File: config.mk
export PLATFORM = sky130hd
export DESIGN_NAME = dbg_exc_router
export DESIGN_NICKNAME = d
export VERILOG_FILES = /design/src/rtl/dbg_route_pkg.sv /design/src/rtl/dbg_target_sel.sv /design/src/rtl/dbg_enable_eval.sv /design/src/rtl/dbg_exc_router.sv
export SDC_FILE = /design/constraint.sdc
export NUM_CORES = 1
export LEC_CHECK = 0
export BUFFER_PORTS_ARGS = -buffer_cell sky130_fd_sc_hd__buf_2
export CORE_AREA = 2 2 39 41
export CTS_CLUSTER_DIAMETER = 40
export CTS_CLUSTER_SIZE = 24
export DETAILED_ROUTE_END_ITERATION = 12
export DIE_AREA = 0 0 41 43
export PLACE_DENSITY_LB_ADDON = 0.2
export SYNTH_ARGS = -nofsm -noshare
export SYNTH_HDL_FRONTEND = slang
export SYNTH_SLANG_ARGS = --single-unit
File: constraint.sdc
create_clock -name clk -period 1.4 [get_ports clk]
set_input_delay 0.21 -clock clk [delete_from_list [all_inputs] [get_ports clk]]
set_output_delay 0.21 -clock clk [all_outputs]
set_load 0.05 [all_outputs]
File: src/rtl/dbg_route_pkg.sv
package dbg_route_pkg;

    localparam int LVL_W   = 2;
    localparam int NUM_LVL = 1 << LVL_W;

    typedef logic [LVL_W-1:0] lvl_t;

    localparam lvl_t LVL_USER  = lvl_t'(0);
    localparam lvl_t LVL_KERN  = lvl_t'(1);
    localparam lvl_t LVL_HYP   = lvl_t'(2);
    localparam lvl_t LVL_MON   = lvl_t'(NUM_LVL - 1);

    localparam logic [1:0] SEC_MODE_OFF = 2'b10;

    typedef struct packed {
        logic en;
        lvl_t tgt;
        logic same;
        lvl_t bkpt;
    } route_t;

    localparam route_t ROUTE_RST = '{en: 1'b0, tgt: LVL_KERN, same: 1'b0, bkpt: LVL_KERN};

endpackage

File: src/rtl/dbg_target_sel.sv
module dbg_target_sel
    import dbg_route_pkg::*;
(
    input  logic lvl2_on,
    input  logic lvl3_present,
    input  logic lvl3_is64,
    input  logic secure,
    input  logic hyp_trap_all,
    input  logic hyp_trap_dbg,
    input  lvl_t cur_lvl,
    output lvl_t tgt_lvl,
    output logic same_lvl,
    output lvl_t bkpt_lvl
);

    logic to_hyp;
    logic to_mon;

    always_comb begin
        to_hyp = lvl2_on && (hyp_trap_all || hyp_trap_dbg);
        to_mon = lvl3_present && !lvl3_is64 && secure;
        if (to_hyp) begin
            tgt_lvl = LVL_HYP;
        end else if (to_mon) begin
            tgt_lvl = LVL_MON;
        end else begin
            tgt_lvl = LVL_KERN;
        end
        same_lvl = (tgt_lvl == cur_lvl);
        bkpt_lvl = (cur_lvl > tgt_lvl) ? cur_lvl : tgt_lvl;
    end

endmodule

File: src/rtl/dbg_enable_eval.sv
module dbg_enable_eval
    import dbg_route_pkg::*;
(
    input  lvl_t       cur_lvl,
    input  lvl_t       tgt_lvl,
    input  logic       exec_is64,
    input  logic       lvl1_is64,
    input  logic       secure,
    input  logic       mon_sec_dbg_off,
    input  logic [1:0] mon_sec_dbg_mode,
    input  logic       sec_user_dbg_en,
    input  logic       kern_dbg_en,
    input  logic       dbg_mask,
    input  logic       os_lock,
    input  logic       os_dlock,
    output logic       en
);

    logic wide_ok;
    logic narrow_ok;
    logic use_wide;
    logic locked;

    // 64-bit rule set
    always_comb begin
        if (cur_lvl == LVL_MON) begin
            wide_ok = 1'b0;
        end else if (secure && mon_sec_dbg_off) begin
            wide_ok = 1'b0;
        end else if (cur_lvl == tgt_lvl) begin
            wide_ok = kern_dbg_en && !dbg_mask;
        end else begin
            wide_ok = (tgt_lvl > cur_lvl);
        end
    end

    // 32-bit rule set
    always_comb begin
        if (!secure) begin
            narrow_ok = (cur_lvl != LVL_HYP);
        end else if ((cur_lvl == LVL_USER) && sec_user_dbg_en) begin
            narrow_ok = 1'b1;
        end else begin
            narrow_ok = (mon_sec_dbg_mode != SEC_MODE_OFF);
        end
    end

    always_comb begin
        use_wide = exec_is64 || ((cur_lvl == LVL_USER) && lvl1_is64);
        locked   = os_lock || os_dlock;
        en       = !locked && (use_wide ? wide_ok : narrow_ok);
    end

endmodule

File: src/rtl/dbg_exc_router.sv
module dbg_exc_router
    import dbg_route_pkg::*;
(
    input  logic             clk,
    input  logic             rst_n,
    input  logic [LVL_W-1:0] cur_lvl,
    input  logic             exec_is64,
    input  logic             lvl1_is64,
    input  logic             lvl3_is64,
    input  logic             secure,
    input  logic             lvl2_on,
    input  logic             lvl3_present,
    input  logic             hyp_trap_all,
    input  logic             hyp_trap_dbg,
    input  logic             mon_sec_dbg_off,
    input  logic [1:0]       mon_sec_dbg_mode,
    input  logic             sec_user_dbg_en,
    input  logic             kern_dbg_en,
    input  logic             dbg_mask,
    input  logic             os_lock,
    input  logic             os_dlock,
    output logic             dbg_en,
    output logic [LVL_W-1:0] dbg_tgt_lvl,
    output logic             dbg_same_lvl,
    output logic [LVL_W-1:0] bkpt_tgt_lvl
);

    lvl_t   tgt_c;
    lvl_t   bkpt_c;
    logic   same_c;
    logic   en_c;
    route_t route_d;
    route_t route_q;

    dbg_target_sel u_tgt (
        .lvl2_on      (lvl2_on),
        .lvl3_present (lvl3_present),
        .lvl3_is64    (lvl3_is64),
        .secure       (secure),
        .hyp_trap_all (hyp_trap_all),
        .hyp_trap_dbg (hyp_trap_dbg),
        .cur_lvl      (cur_lvl),
        .tgt_lvl      (tgt_c),
        .same_lvl     (same_c),
        .bkpt_lvl     (bkpt_c)
    );

    dbg_enable_eval u_en (
        .cur_lvl          (cur_lvl),
        .tgt_lvl          (tgt_c),
        .exec_is64        (exec_is64),
        .lvl1_is64        (lvl1_is64),
        .secure           (secure),
        .mon_sec_dbg_off  (mon_sec_dbg_off),
        .mon_sec_dbg_mode (mon_sec_dbg_mode),
        .sec_user_dbg_en  (sec_user_dbg_en),
        .kern_dbg_en      (kern_dbg_en),
        .dbg_mask         (dbg_mask),
        .os_lock          (os_lock),
        .os_dlock         (os_dlock),
        .en               (en_c)
    );

    always_comb begin
        route_d      = route_q;
        route_d.en   = en_c;
        route_d.tgt  = tgt_c;
        route_d.same = same_c;
        route_d.bkpt = bkpt_c;
    end

    always_ff @(posedge clk) begin
        if (!rst_n) begin
            route_q <= ROUTE_RST;
        end else begin
            route_q <= route_d;
        end
    end

    assign dbg_en       = route_q.en;
    assign dbg_tgt_lvl  = route_q.tgt;
    assign dbg_same_lvl = route_q.same;
    assign bkpt_tgt_lvl = route_q.bkpt;

    // hypervisor trap routes to level 2
    a_r1_hyp_route: assert property (@(posedge clk) disable iff (!rst_n)
        $past(rst_n && lvl2_on && (hyp_trap_all || hyp_trap_dbg)) |-> (dbg_tgt_lvl == LVL_HYP));

    // no exception from level 3 under 64-bit execution
    a_r2_mon_silent: assert property (@(posedge clk) disable iff (!rst_n)
        $past(exec_is64 && (cur_lvl == LVL_MON)) |-> !dbg_en);

    // secure disable under 64-bit execution
    a_r3_sec_off: assert property (@(posedge clk) disable iff (!rst_n)
        $past(exec_is64 && secure && mon_sec_dbg_off) |-> !dbg_en);

    // enabled 64-bit exceptions never route downward
    a_r4_no_descent: assert property (@(posedge clk) disable iff (!rst_n)
        ($past(rst_n && exec_is64) && dbg_en) |-> (dbg_tgt_lvl >= $past(cur_lvl)));

    // OS locks override everything
    a_r5_lock_wins: assert property (@(posedge clk) disable iff (!rst_n)
        $past(os_lock || os_dlock) |-> !dbg_en);

    // 32-bit non-secure level 2 is silent
    a_r7_hyp_narrow: assert property (@(posedge clk) disable iff (!rst_n)
        $past(!exec_is64 && !secure && (cur_lvl == LVL_HYP)) |-> !dbg_en);

    // same-level flag agrees with routed and previous current level
    a_r9_same_flag: assert property (@(posedge clk) disable iff (!rst_n)
        $past(rst_n) |-> (dbg_same_lvl == (dbg_tgt_lvl == $past(cur_lvl))));

    // breakpoint destination bounds
    a_r10_bkpt_max: assert property (@(posedge clk) disable iff (!rst_n)
        $past(rst_n) |-> ((bkpt_tgt_lvl >= dbg_tgt_lvl) && (bkpt_tgt_lvl >= $past(cur_lvl))
                          && ((bkpt_tgt_lvl == dbg_tgt_lvl) || (bkpt_tgt_lvl == $past(cur_lvl)))));

    // outputs held at reset values after a reset edge
    a_r11_reset_vals: assert property (@(posedge clk)
        $past(!rst_n) |-> (!dbg_en && (dbg_tgt_lvl == LVL_KERN) && !dbg_same_lvl && (bkpt_tgt_lvl == LVL_KERN)));

endmodule

# == Yosys cells after proc, flatten, opt, wreduce, memory -nomap -nowiden ==
# Index checks and enable logic that the tools add are counted.
# word_totals
reg_bits,6
input_bits,20
output_inout_bits,6
elab_cells,35
# classes
order_cmp,2
eq_ne,5
n_mux,9
reduce_logical,15
# ops
op,n
$logic_and 1x1->1,8
$mux 1,6
$mux 2,3
$eq 2x2->1,2
$gt 2x2->1,2
$ne 2x2->1 const B,2
$logic_not 1->1,3
$logic_or 1x1->1,3
$eq 2x2->1 const B,1
$logic_not 2->1,1

# == Logic depth before layout (Yosys ltp) ==
# logic_depth
ltp_word,11
depth_mapped,7

# == Modules after synthesis ==
# A second synthesis with hierarchy kept.
# unflattened
hier_cells,44
area_unflattened_um2,384.1
# modules_own_cells
mod,n_inst,cells_each,area_per_inst_um2,seq_area_each_um2
dbg_exc_router,1,12,157.7,120.1
dbg_enable_eval,1,18,128.9,0.0
dbg_target_sel,1,14,97.6,0.0

# == Worst setup path after synthesis ==
# OpenSTA, ideal clock, no wires.
# synth_timing
kind,input port to flip-flop
from,in hyp_trap_dbg
to,"reg route_q, in the netlist dbg_en"
arrival_ns,1.425
slack_ns,-0.149
stages,6
path_buffers,0
path_cell_list,o21a_1 a31oi_1 ha_1 o31a_1 a21oi_1 a211oi_2
# synth_via
elab_chain_len,9
elab_cells_between_ends,10
cone_classes,order compare: 1; eq/ne: 1; mux: 5; reduce/logical: 3
# synth_rtl
item,line,text
start: declaration,dbg_exc_router.sv:14,"input logic hyp_trap_dbg,"
$logic_or 1x1->1 *,dbg_target_sel.sv:20,to_hyp = lvl2_on && (hyp_trap_all || hyp_trap_dbg);
$logic_and 1x1->1 *,dbg_target_sel.sv:20,
$mux 2 *,dbg_target_sel.sv:22,if (to_hyp) begin
$gt 2x2->1 or $eq 2x2->1 (tied branches),"dbg_enable_eval.sv:33, dbg_enable_eval.sv:30",
$mux 1 *,dbg_enable_eval.sv:30,end else if (cur_lvl == tgt_lvl) begin
$mux 1 *,dbg_enable_eval.sv:28,end else if (secure && mon_sec_dbg_off) begin
$mux 1 *,dbg_enable_eval.sv:26,if (cur_lvl == LVL_MON) begin
$mux 1 *,dbg_enable_eval.sv:51,en = !locked && (use_wide ? wide_ok : narrow_ok);
$logic_and 1x1->1 *,dbg_enable_eval.sv:51,
end signal: assignment,dbg_exc_router.sv:76,route_q <= route_d;
end: declaration,dbg_exc_router.sv:33,route_t route_q;
# Mark *: on every way between the ends. The rest lies on a longest branch, timed or not.
# A chain may end at the register's enable or synchronous reset.

# == Worst setup path after layout ==
# layout_timing
from,in hyp_trap_all
to,"reg route_q, in the netlist bkpt_tgt_lvl[0]"
# layout_via
elab_chain_len,5
# layout_rtl
item,line,text
start: declaration,dbg_exc_router.sv:13,"input logic hyp_trap_all,"
$logic_or 1x1->1 *,dbg_target_sel.sv:20,
$logic_and 1x1->1 *,dbg_target_sel.sv:20,
$mux 2 *,dbg_target_sel.sv:22,
$gt 2x2->1,dbg_target_sel.sv:30,bkpt_lvl = (cur_lvl > tgt_lvl) ? cur_lvl : tgt_lvl;
$mux 2 *,dbg_target_sel.sv:30,
# Marks and branches as above.

==> impl_metrics.sql <==
INSERT INTO impl_metrics (metric_group, metric, value, unit) VALUES
('run_status', 'outcome', 'finished, final reports clean', ''),
('global_route', 'grt_pass1_vias', '319', ''),
('drt', 'vias_per_cell', '4.14', ''),
('clock_tree', 'cts.root.buffer_cell', 'clkbuf_4', ''),
('pwr', 'p_int', '0.000350', 'W'),
('timing', 'final_min_period_over_clock_period', '94.7', '%'),
('placed_design', 'port_buffer_count', '25', ''),
('synthesis', 'synth_fa_ha_area_share', '11.3', '%'),
('pwr', 'p_comb_share', '33.4', '%'),
('critical_path', 'crit_arrival', '1450', 'ps'),
('clock_tree', 'tritoncts.num_buffers', '3', ''),
('pwr', 'sw_frac_of_total', '30.7', '%'),
('clock_tree', 'cts_hold_buffers', '0', ''),
('timing', 'fmax', '754', 'MHz'),
('floorplanning', 'std_cell_rows', '14', ''),
('floorplanning', 'die_width', '41', 'um'),
('critical_path', 'worstPathMaxFanout', '4', ''),
('clock_tree', 'cts-htree-levels', '1', ''),
('global_route', 'grt_overflow_total', '0', ''),
('critical_path', 'critical_path.endpoint_type', 'flip-flop', ''),
('drt', 'routedWlPerCell', '8.46', 'um'),
('pwr', 'switching_power', '0.000155', 'W'),
('layout', 'antenna_cells', '0', ''),
('clock_tree', 'max-clock-path-buffers', '2', ''),
('clock_tree', 'postCtsSetupRepairBufs', '0', ''),
('job', 'drv_cap', '0', ''),
('synthesis', 'post_synthesis_compound_gate_area_fraction', '29.1', '%'),
('global_route', 'gr-usage-all-layers', '10.3', '%'),
('drt', 'detail_route.drc_violations', '0', ''),
('synthesis', 'synth.net_count', '59', ''),
('drt', 'drt_first_pass_iters', '2', ''),
('timing', 'number_of_hold_violations_in_the_final_report', '0', ''),
('floorplanning', 'core_area', '0.00138', 'mm^2'),
('synthesis', 'synth_xor_xnor_area_share', '0', '%'),
('timing', 'layout_min_cycle_time', '1330', 'ps'),
('synthesis', 'syn_avg_cell_area', '9.21', 'um^2'),
('clock_tree', 'clock_sinks', '6', ''),
('clock_tree', 'cts_tree', 'yes', ''),
('synthesis', 'post_synthesis_instance_total', '36', ''),
('timing', 'grt_setup_unrepaired', 'false', ''),
('timing', 'report.final.slew_viol_count', '0', ''),
('timing', 'hold_ws', '183', 'ps'),
('pwr', 'power_density', '915', 'mW/mm^2'),
('pwr', 'post-layout-total-power', '0.000506', 'W'),
('drt', 'detail-route-antenna-nets', '0', ''),
('synthesis', 'combinational_family_with_the_most_area_after_synthesis', 'compound AO/OA/AOI/OAI gates', ''),
('layout', 'fin_area', '553', 'um^2'),
('layout', 'area_delta_synth_final', '66.8', '%'),
('placed_design', 'detailed_place.area', '531', 'um^2'),
('pwr', 'seqPwrFrac', '36.7', '%'),
('timing', 'worst_pin_slew', '247', 'ps'),
('global_route', 'grt_pass1_wl', '1.17', 'mm'),
('floorplanning', 'floorplan.initialDensity', '24.0', '%'),
('global_route', 'grt_start_max_net_pins', '7', ''),
('drt', 'num_vias', '352', ''),
('synthesis', 'synth-seq-cells', '6', ''),
('drt', 'dr.first_iter.drc_count', '2', ''),
('floorplanning', 'die_h', '43', 'um'),
('synthesis', 'netlist-cell-type-count', '17', ''),
('floorplanning', 'num_io_pins', '26', ''),
('pwr', 'vdd_drop_max', '0.000214', 'V'),
('placed_design', 'post-place-cells', '82', ''),
('floorplanning', 'dieArea', '0.00176', 'mm^2'),
('timing', 'setup_viol', '0', ''),
('layout', 'layout.nets', '94', ''),
('pwr', 'leakage', '0.288', 'nW'),
('placed_design', 'place.detailed.hpwl', '648', 'um'),
('clock_tree', 'cts.repair.resized', '0', ''),
('synthesis', 'ys.warnings.count', '0', ''),
('layout', 'fill_cells', '150', ''),
('layout', 'stdcell_count', '85', ''),
('critical_path', 'setup.worst_path.class', 'in2reg', ''),
('placed_design', 'gpl.final_weighted_congestion', '0.800', ''),
('timing', 'max_slew_margin', '83.6', '%'),
('synthesis', 'synth.yosys.seq_area_share', '36.2', '%'),
('timing', 'setup_total_negative_slack', '0', 'ps'),
('pwr', 'power_frac_clock', '29.9', '%'),
('layout', 'drive_above_1_share', '55.1', '%'),
('min_path', 'worstHoldPathType', 'in2reg', ''),
('synthesis', 'synth_simple_gate_area_share', '14.7', '%'),
('drt', 'routed_wirelength', '719', 'um'),
('synthesis', 'synthMuxAreaShare', '3.02', '%'),
('critical_path', 'critical_path.startpoint_type', 'input port', ''),
('global_route', 'grt_antenna_before_repair', '0', ''),
('clock_tree', 'clkSlewWorstSetupHoldPaths', '40', 'ps'),
('synthesis', 'syn-cell-area', '332', 'um^2'),
('critical_path', 'cp_data_required_time', '1530', 'ps');
[worst paths after layout]
check	end	cells after the start	start	slack [ps]
min	dbg_tgt_lvl[0]	2	rst_n	180
max	bkpt_tgt_lvl[0]	7	hyp_trap_all	70
[registers in the layout (all words and copies together) (netlist names)]
| name | cells |
|---|---|
| bkpt_tgt_lvl | 2 |
| dbg_tgt_lvl | 2 |
| dbg_en | 1 |
| dbg_same_lvl | 1 |
[worst max-delay path: stages]
cell and delay [ps]:
buf_2 100, o21a_1 190, a31oi_2 170, ha_1 300
o22ai_2 220, mux2i_1 210, nand2_1 60
[cells in the final DEF, fill, tap and decap left out, types with 2 or more instances in the layout]
master / n
clkbuf_4: 3
inv_1: 5
nor2_1: 2
ha_1: 3
nand2_1: 4
buf_4: 5
buf_2: 25
dfxtp_1: 6
nor2b_1: 3
o21a_1: 2
[Yosys cell counts]
cell      instances  share of area, %
a211oi_2          1               3.8
a21boi_1          1               2.3
a21oi_1           1               1.5
a22oi_1           1               2.3
a31oi_1           1               1.9
a31oi_4           1               6.4
dfxtp_1           6                36
ha_1              3                11
inv_1             5               5.7
mux2i_1           1               3.0
nand2_1           4               4.5
nor2_1            2               2.3
nor2b_1           3               5.7
nor3b_1           1               2.3
o21a_1            2               4.5
o22ai_1           2               3.8
o31a_1            1               2.6
[stage by stage]
stage	util (%)	setup WS [ps]
3_5_place_dp	38.3	-175
6_report	40.0	74.5
3_3_place_gp	38.3	-145
5_1_grt	40.0	8.44
4_1_cts	40.0	79.0
2_1_floorplan	-	-37.4
[routing by layer]
metal | up-vias | track usage [%] | wire (um)
met5 | - | 0 | 0
met4 | 0 | 10.0 | 12
met3 | 2 | 3.14 | 55
met2 | 15 | 14.7 | 338
met1 | 144 | 11.2 | 313
li1 | 191 | - | -
[cell families after synthesis]
kind of cell | count (synthesis)
compound gates | 11
fa+ha+maj | 3
buf+inv | 5
flops | 6
mux | 1
simple gates | 10
[cell type report]
cell class	instances	area [um^2]	area share (%)
Sequential cell	6	120	21.7
Tap cell	16	20.0	3.62
Multi-Input combinational cell	25	209	37.8
Clock buffer	3	22.5	4.07
Timing Repair Buffer	30	163	29.4
Inverter	5	18.8	3.39
[power groups by stage]
stage | Combinational, W | Sequential (W) | Clock [W]
finish | 0.000169 | 0.000186 | 0.000151
global route | 0.000186 | 0.000186 | 0.000171
CTS | 0.000171 | 0.000186 | 0.000164
detailed placement | 0.000171 | 0.000189 | 0
global placement | 0.000169 | 0.000188 | 0
floorplan | 0.0000639 | 0.000231 | 0
No activity file was read; power rests on OpenSTA's default activity.
